[src/rtl/pfc_sup_pkg.sv]
package pfc_sup_pkg;
  typedef enum logic [2:0] {
    PH_OFF   = 3'd0,
    PH_STBY  = 3'd1,
    PH_PRE   = 3'd2,
    PH_RAMP  = 3'd3,
    PH_TAPER = 3'd4,
    PH_RUN   = 3'd5
  } phase_e;
endpackage

[src/rtl/pfc_sup_filt.sv]
module pfc_sup_filt #(
  parameter int N    = 5,
  parameter int FILT = 4
) (
  input  logic         clk,
  input  logic         rst,
  input  logic [N-1:0] raw_i,
  output logic [N-1:0] flt_o
);
  localparam int CNT_W = (FILT < 1) ? 1 : $clog2(FILT + 1);

  logic [N-1:0] s1_q, s2_q;

  always_ff @(posedge clk) begin
    if (rst) begin
      s1_q <= '0;
      s2_q <= '0;
    end else begin
      s1_q <= raw_i;
      s2_q <= s1_q;
    end
  end

  generate
    if (FILT == 0) begin : g_bypass
      assign flt_o = s2_q;
    end else begin : g_count
      for (genvar i = 0; i < N; i++) begin : g_bit
        logic [CNT_W-1:0] cnt_q;
        always_ff @(posedge clk) begin
          if (rst || !s2_q[i]) cnt_q <= '0;
          else if (cnt_q != CNT_W'(FILT)) cnt_q <= cnt_q + 1'b1;
        end
        assign flt_o[i] = (cnt_q == CNT_W'(FILT));

        assert_filt_hold_R7: assert property (@(posedge clk) disable iff (rst)
          $rose(flt_o[i]) |-> ($past(s2_q[i], 1) && $past(s2_q[i], 2)));
      end
    end
  endgenerate
endmodule

[src/rtl/pfc_sup_seq.sv]
module pfc_sup_seq
  import pfc_sup_pkg::*;
(
  input  logic   clk,
  input  logic   rst,
  input  logic   vcc_on_i,
  input  logic   vcc_off_i,
  input  logic   fault_i,
  input  logic   pre_ok_i,
  input  logic   ge85_i,
  input  logic   gt98_i,
  output phase_e phase_o
);
  logic   uvlo_q, uvlo_d;
  phase_e phase_q, phase_d;

  always_comb begin
    uvlo_d = uvlo_q;
    if (uvlo_q && vcc_on_i) uvlo_d = 1'b0;
    else if (!uvlo_q && vcc_off_i) uvlo_d = 1'b1;
  end

  always_comb begin
    phase_d = phase_q;
    if (uvlo_d) phase_d = PH_OFF;
    else if (fault_i) phase_d = PH_STBY;
    else begin
      case (phase_q)
        PH_OFF, PH_STBY: phase_d = PH_PRE;
        PH_PRE:   if (pre_ok_i) phase_d = PH_RAMP;
        PH_RAMP:  if (ge85_i)   phase_d = PH_TAPER;
        PH_TAPER: if (gt98_i)   phase_d = PH_RUN;
        default:  phase_d = phase_q;
      endcase
    end
  end

  always_ff @(posedge clk) begin
    if (rst) begin
      uvlo_q  <= 1'b1;
      phase_q <= PH_OFF;
    end else begin
      uvlo_q  <= uvlo_d;
      phase_q <= phase_d;
    end
  end

  assign phase_o = phase_q;

  assert_uvlo_off_R2: assert property (@(posedge clk) disable iff (rst)
    uvlo_q |-> (phase_q == PH_OFF));
  assert_fault_stby_R6: assert property (@(posedge clk) disable iff (rst)
    (!uvlo_d && fault_i) |=> (phase_q == PH_STBY));
  assert_ramp_entry_R8: assert property (@(posedge clk) disable iff (rst)
    (phase_q == PH_RAMP && $past(phase_q) != PH_RAMP) |-> ($past(phase_q) == PH_PRE));
  assert_run_entry_R11: assert property (@(posedge clk) disable iff (rst)
    (phase_q == PH_RUN && $past(phase_q) != PH_RUN) |-> ($past(phase_q) == PH_TAPER));
endmodule

[src/rtl/pfc_supervisor.sv]
module pfc_supervisor
  import pfc_sup_pkg::*;
#(
  parameter int MV_W      = 16,
  parameter int STEP_W    = 12,
  parameter int FILT      = 4,
  parameter int VCC_ON    = 11500,
  parameter int VCC_OFF   = 9500,
  parameter int OLP_MV    = 820,
  parameter int ISOP_MV   = 85,
  parameter int ICMP_MV   = 200,
  parameter int PRE_MV    = 1500,
  parameter int VREF_MV   = 5000
) (
  input  logic              clk,
  input  logic              rst,
  input  logic [MV_W-1:0]   vcc_mv_i,
  input  logic [MV_W-1:0]   vsense_mv_i,
  input  logic [MV_W-1:0]   isense_mv_i,
  input  logic [MV_W-1:0]   icomp_mv_i,
  input  logic [MV_W-1:0]   vcomp_mv_i,
  input  logic [STEP_W-1:0] ramp_step_i,
  output logic              fault_stby_o,
  output logic              gate_en_o,
  output logic              ss_done_o,
  output logic              vcomp_clr_o,
  output logic              vcomp_pre_o,
  output logic              vcomp_step_vld_o,
  output logic [STEP_W-1:0] vcomp_step_o
);
  localparam int TH85 = (VREF_MV * 85) / 100;
  localparam int TH98 = (VREF_MV * 98) / 100;

  logic [4:0] flt_raw, flt_q;
  logic [2:0] ss_raw, ss_q;
  phase_e     phase;

  assign flt_raw[0] = vcc_mv_i > MV_W'(VCC_ON);
  assign flt_raw[1] = vcc_mv_i <= MV_W'(VCC_OFF);
  assign flt_raw[2] = vsense_mv_i < MV_W'(OLP_MV);
  assign flt_raw[3] = isense_mv_i > MV_W'(ISOP_MV);
  assign flt_raw[4] = icomp_mv_i < MV_W'(ICMP_MV);

  assign ss_raw[0] = vcomp_mv_i >= MV_W'(PRE_MV);
  assign ss_raw[1] = vsense_mv_i >= MV_W'(TH85);
  assign ss_raw[2] = vsense_mv_i > MV_W'(TH98);

  pfc_sup_filt #(.N(5), .FILT(FILT)) u_fault_filt (
    .clk(clk), .rst(rst), .raw_i(flt_raw), .flt_o(flt_q)
  );

  pfc_sup_filt #(.N(3), .FILT(0)) u_ss_sync (
    .clk(clk), .rst(rst), .raw_i(ss_raw), .flt_o(ss_q)
  );

  pfc_sup_seq u_seq (
    .clk(clk), .rst(rst),
    .vcc_on_i(flt_q[0]), .vcc_off_i(flt_q[1]),
    .fault_i(|flt_q[4:2]),
    .pre_ok_i(ss_q[0]), .ge85_i(ss_q[1]), .gt98_i(ss_q[2]),
    .phase_o(phase)
  );

  always_ff @(posedge clk) begin
    if (rst) begin
      fault_stby_o     <= 1'b1;
      gate_en_o        <= 1'b0;
      ss_done_o        <= 1'b0;
      vcomp_clr_o      <= 1'b1;
      vcomp_pre_o      <= 1'b0;
      vcomp_step_vld_o <= 1'b0;
      vcomp_step_o     <= '0;
    end else begin
      fault_stby_o     <= (phase == PH_OFF) || (phase == PH_STBY);
      gate_en_o        <= !((phase == PH_OFF) || (phase == PH_STBY));
      ss_done_o        <= (phase == PH_RUN);
      vcomp_clr_o      <= (phase == PH_OFF) || (phase == PH_STBY);
      vcomp_pre_o      <= (phase == PH_PRE);
      vcomp_step_vld_o <= (phase == PH_RAMP) || (phase == PH_TAPER);
      case (phase)
        PH_RAMP:  vcomp_step_o <= ramp_step_i;
        PH_TAPER: vcomp_step_o <= ramp_step_i >> 1;
        default:  vcomp_step_o <= '0;
      endcase
    end
  end

  assert_cmd_excl_R12: assert property (@(posedge clk) disable iff (rst)
    $onehot0({vcomp_clr_o, vcomp_pre_o, vcomp_step_vld_o}));
  assert_gate_clr_R6: assert property (@(posedge clk) disable iff (rst)
    vcomp_clr_o |-> (!gate_en_o && fault_stby_o));
  assert_done_quiet_R11: assert property (@(posedge clk) disable iff (rst)
    ss_done_o |-> (!vcomp_step_vld_o && vcomp_step_o == '0));
endmodule

[config.mk]
export PLATFORM = sky130hd
export DESIGN_NAME = pfc_supervisor
export DESIGN_NICKNAME = d
export VERILOG_FILES = /design/src/rtl/pfc_sup_pkg.sv /design/src/rtl/pfc_sup_filt.sv /design/src/rtl/pfc_sup_seq.sv /design/src/rtl/pfc_supervisor.sv
export SDC_FILE = /design/constraint.sdc
export NUM_CORES = 1
export LEC_CHECK = 0
export BUFFER_PORTS_ARGS = -buffer_cell sky130_fd_sc_hd__buf_2
export CORE_AREA = 5 5 72 87
export CTS_BUF_LIST = sky130_fd_sc_hd__clkbuf_16
export DETAILED_ROUTE_END_ITERATION = 10
export DIE_AREA = 0 0 77 92
export PLACE_DENSITY = 0.84
export SYNTH_ARGS = -nofsm -noshare
export SYNTH_HDL_FRONTEND = slang
export SYNTH_HIERARCHICAL = 1
export SYNTH_SLANG_ARGS = --single-unit
[constraint.sdc]
create_clock -name clk -period 1.8 [get_ports clk]
set_input_delay 0.18 -clock clk [delete_from_list [all_inputs] [get_ports clk]]
set_output_delay 0.18 -clock clk [all_outputs]
set_load 0.02 [all_outputs]
==> results by group <==
Drt
  – Routed Antenna Nets: 0
  – Vias post-DR: 2179
  – DR vias/cell: 5.115
  – Final wirelength: 4976 um
  – Routed WL per cell: 11.68 um
  – TritonRoute pass-1 iters: 4
  – DRC Markers: 0
  – DR iter-0 viols: 80

Die
  – Starting Density: 0.4516
  – Die height: 92 um
  – Die span in x: around 77 um
  – Row cnt: 29
  – Die area: approximately 0.0071 mm^2
  – Total core area: 0.005261 mm^2
  – # IOs: 112

STA
  – Final Cycle Share: 0.9270
  – Worst Slack Setup Final: ~0.13 ns
  – Setup TNS: 0 ns
  – Final setup violation count: 0
  – Max_slew headroom: 0.5760
  – Final Hold Viols: 0
  – Final Critical Period: 1.669 ns
  – Hold_ws: 0.1363 ns
  – Clock skew: 0.003840 ns
  – Achievable Freq: 599.3 MHz
  – Worst slew pin tran: 0.6360 ns
  – Unrepaired setup endpoints after global routing: no
  – Max Slew Vio Count: 0

Final layout
  – Final nets: 468
  – Post-layout util: 0.5881
  – Register area: around 0.0010 mm^2
  – Layout cells sized above 1: 0.3929
  – # fillers: 430
  – Multi-input gate area: between 0.001 and 0.0015 mm^2
  – Synth-to-Final Area Change: 30.23%
  – N_diodes: 0
  – Fin cells: 426
  – Final Cell Area: 0.003094 mm^2

Place
  – DP Area: 0.002948 mm^2
  – Placed insts: approximately 420
  – Pre-CTS setup slack: approximately 0.067 ns
  – DP HPWL: 3950 um
  – RePlAce Congestion: 0.7442
  – Buffers on Ports: ~110

GRT
  – Largest net degree at the start of global routing: 39
  – All-Layer GR Usage: 0.1420
  – Initial antenna violation count: 0
  – Gr ovfl total: 0
  – Number of global-route vias before repair: approximately 2.2k
  – Global-route wire length before repair: 8694 um

Logic synthesis
  – Avg Inst Size Synth: 9.281 um^2
  – Post-synth top area cell: dfxtp_1
  – Post-synth top area share: 0.4381
  – Commonest cells in the netlist: 52 x dfxtp_1, 29 x nor2_1, 18 x nor2b_1
  – Post-synth EDFFs: 0
  – Syn_nets: 360
  – Asr flop ratio synth: 0
  – Synth Register Bits: 52
  – Synth Flop Type: dfxtp_1
  – Cell Area, Synth: 0.002376 mm^2
  – Synth area leaders: dfxtp_1 44%, ha_1 5.3%, nor2b_1 4.7%
  – Warnings from Yosys: 6
  – Most frequent cell after synthesis: dfxtp_1
  – Unique masters post-synth: 50
  – Sequential area share after synthesis: 0.4381
  – Synth Instances: 256

Clocking
  – TritonCTS buffer count: 5
  – CTS resizes: 0
  – Clock Latency Late Sink: 0.28 ns
  – CTS Hold Bufs: 0
  – Clock sinks: 52
  – Root Driver: clkbuf_16
  – Clk slew on worst S/H paths: 0.06 ns
  – CTS tree: yes
  – # Post-CTS Setup Buffers: 0
  – Clk buf depth: 2
  – H-Tree Level Count: 2

Pwr
  – Leakage: 1.411 nW
  – Peak supply drop: ~0.00051 V
  – Power, Total: 2.238 mW
  – PD cells: 723.2 mW/mm^2

Worst setup path
  – Crit path max-delay cell type: or3_1
  – CP Class: reg2reg
  – Worst Path Required: 1.97 ns
  – Critical path endpoint category: flop
  – Max FO, Critical Path: 6
  – Startpoint types: flop
  – Worst reg-to-reg path cell count: 6
  – CP cell instances: inv_1 > ha_1 > and2_2 > or3_1 > a221oi_2 > a21oi_1
  – Arr. time, crit path: 1.84 ns
  – CP max stage delay: 0.41 ns

Hold path
  – Hold crit path type: in2reg
  – Worst hold path cell count: 3

Run status
  – Status: complete, no violations

Flow run
  – MaxCap Viol Count: 0
-- cell families (layout without fill, tap and decap cells) --
group                      after synthesis  in the layout  synth area share
DFF                                     52             52            0.4381
buffers and inverters                   18            126           0.03686
adders and majority gates               10             10           0.05266
and+or+nand+nor                        119            119            0.3012
AOI/OAI and AO/OA                       57             57            0.1712
-- state kept, by name, summed over array words and instances (netlist names) --
register and count:
vcomp_pre_o 1, u_ss_sync/s1_q 3, gate_en_o 1, u_seq/phase_o 3, u_fault_filt/s1_q 5, u_seq/uvlo_q 1, vcomp_step_o 12, vcomp_step_vld_o 1
vcomp_clr_o 1, u_ss_sync/flt_o 3, u_fault_filt/g_count.g_bit.cnt_q 15, u_fault_filt/s2_q 5, ss_done_o 1
-- cell usage in the layout (no fill, tap or decap), drive strengths merged, types with 8 or more instances in the layout --
master  instances
ha             10
nand3          15
a21oi          14
buf           106
dfxtp          52
and3b           8
nor2b          18
nor3           13
a22oi          11
nor2           29
inv            13
-- cell type report --
type / count / area share
clock buffer: 5 / 0.04044
clock inverter: 2 / 0.004044
inverter: 13 / 0.01577
multi-input combinational: 186 / 0.4052
sequential: 52 / 0.3372
tap: 62 / 0.02507
timing repair buffer: 106 / 0.1723
-- per-layer routing --
| layer | track usage | up-vias | part of all wire |
|---|---|---|---|
| met1 | 0.1585 | 974 | 0.39 |
| met4 | 0.04728 | 0 | 0.0092 |
| met5 | 0 | - | 0 |
| li1 | - | 1130 | - |
| met3 | 0.02549 | 4 | 0.065 |
| met2 | 0.2677 | 71 | 0.53 |
-- worst max-delay path: cells and delay by family, from the launching register on --
family                     cells  cell delay [ns]
DFF                            1             0.36
buffers and inverters          1             0.06
adders and majority gates      1             0.24
and+or+nand+nor                2             0.62
AOI/OAI and AO/OA              2             0.28
-- where the power goes --
group | leakage, nW | internal, mW | switching (mW)
registers | 0.423 | 1.17 | 0.00671
logic | 0.922 | 0.104 | 0.0810
clock network | 0.0657 | 0.504 | 0.374
-- worst paths after layout --
check                          to  slack [ns]                              startpoint
min               vcomp_step_o[0]        0.14                          ramp_step_i[0]
max              u_seq/phase_o[0]        0.13  u_fault_filt/g_count.g_bit[2].cnt_q[1]
min reg2reg  u_fault_filt/s2_q[3]        0.44                    u_fault_filt/s1_q[3]
max reg2reg      u_seq/phase_o[0]        0.13  u_fault_filt/g_count.g_bit[2].cnt_q[1]
No activity file was read; power rests on OpenSTA's default activity.
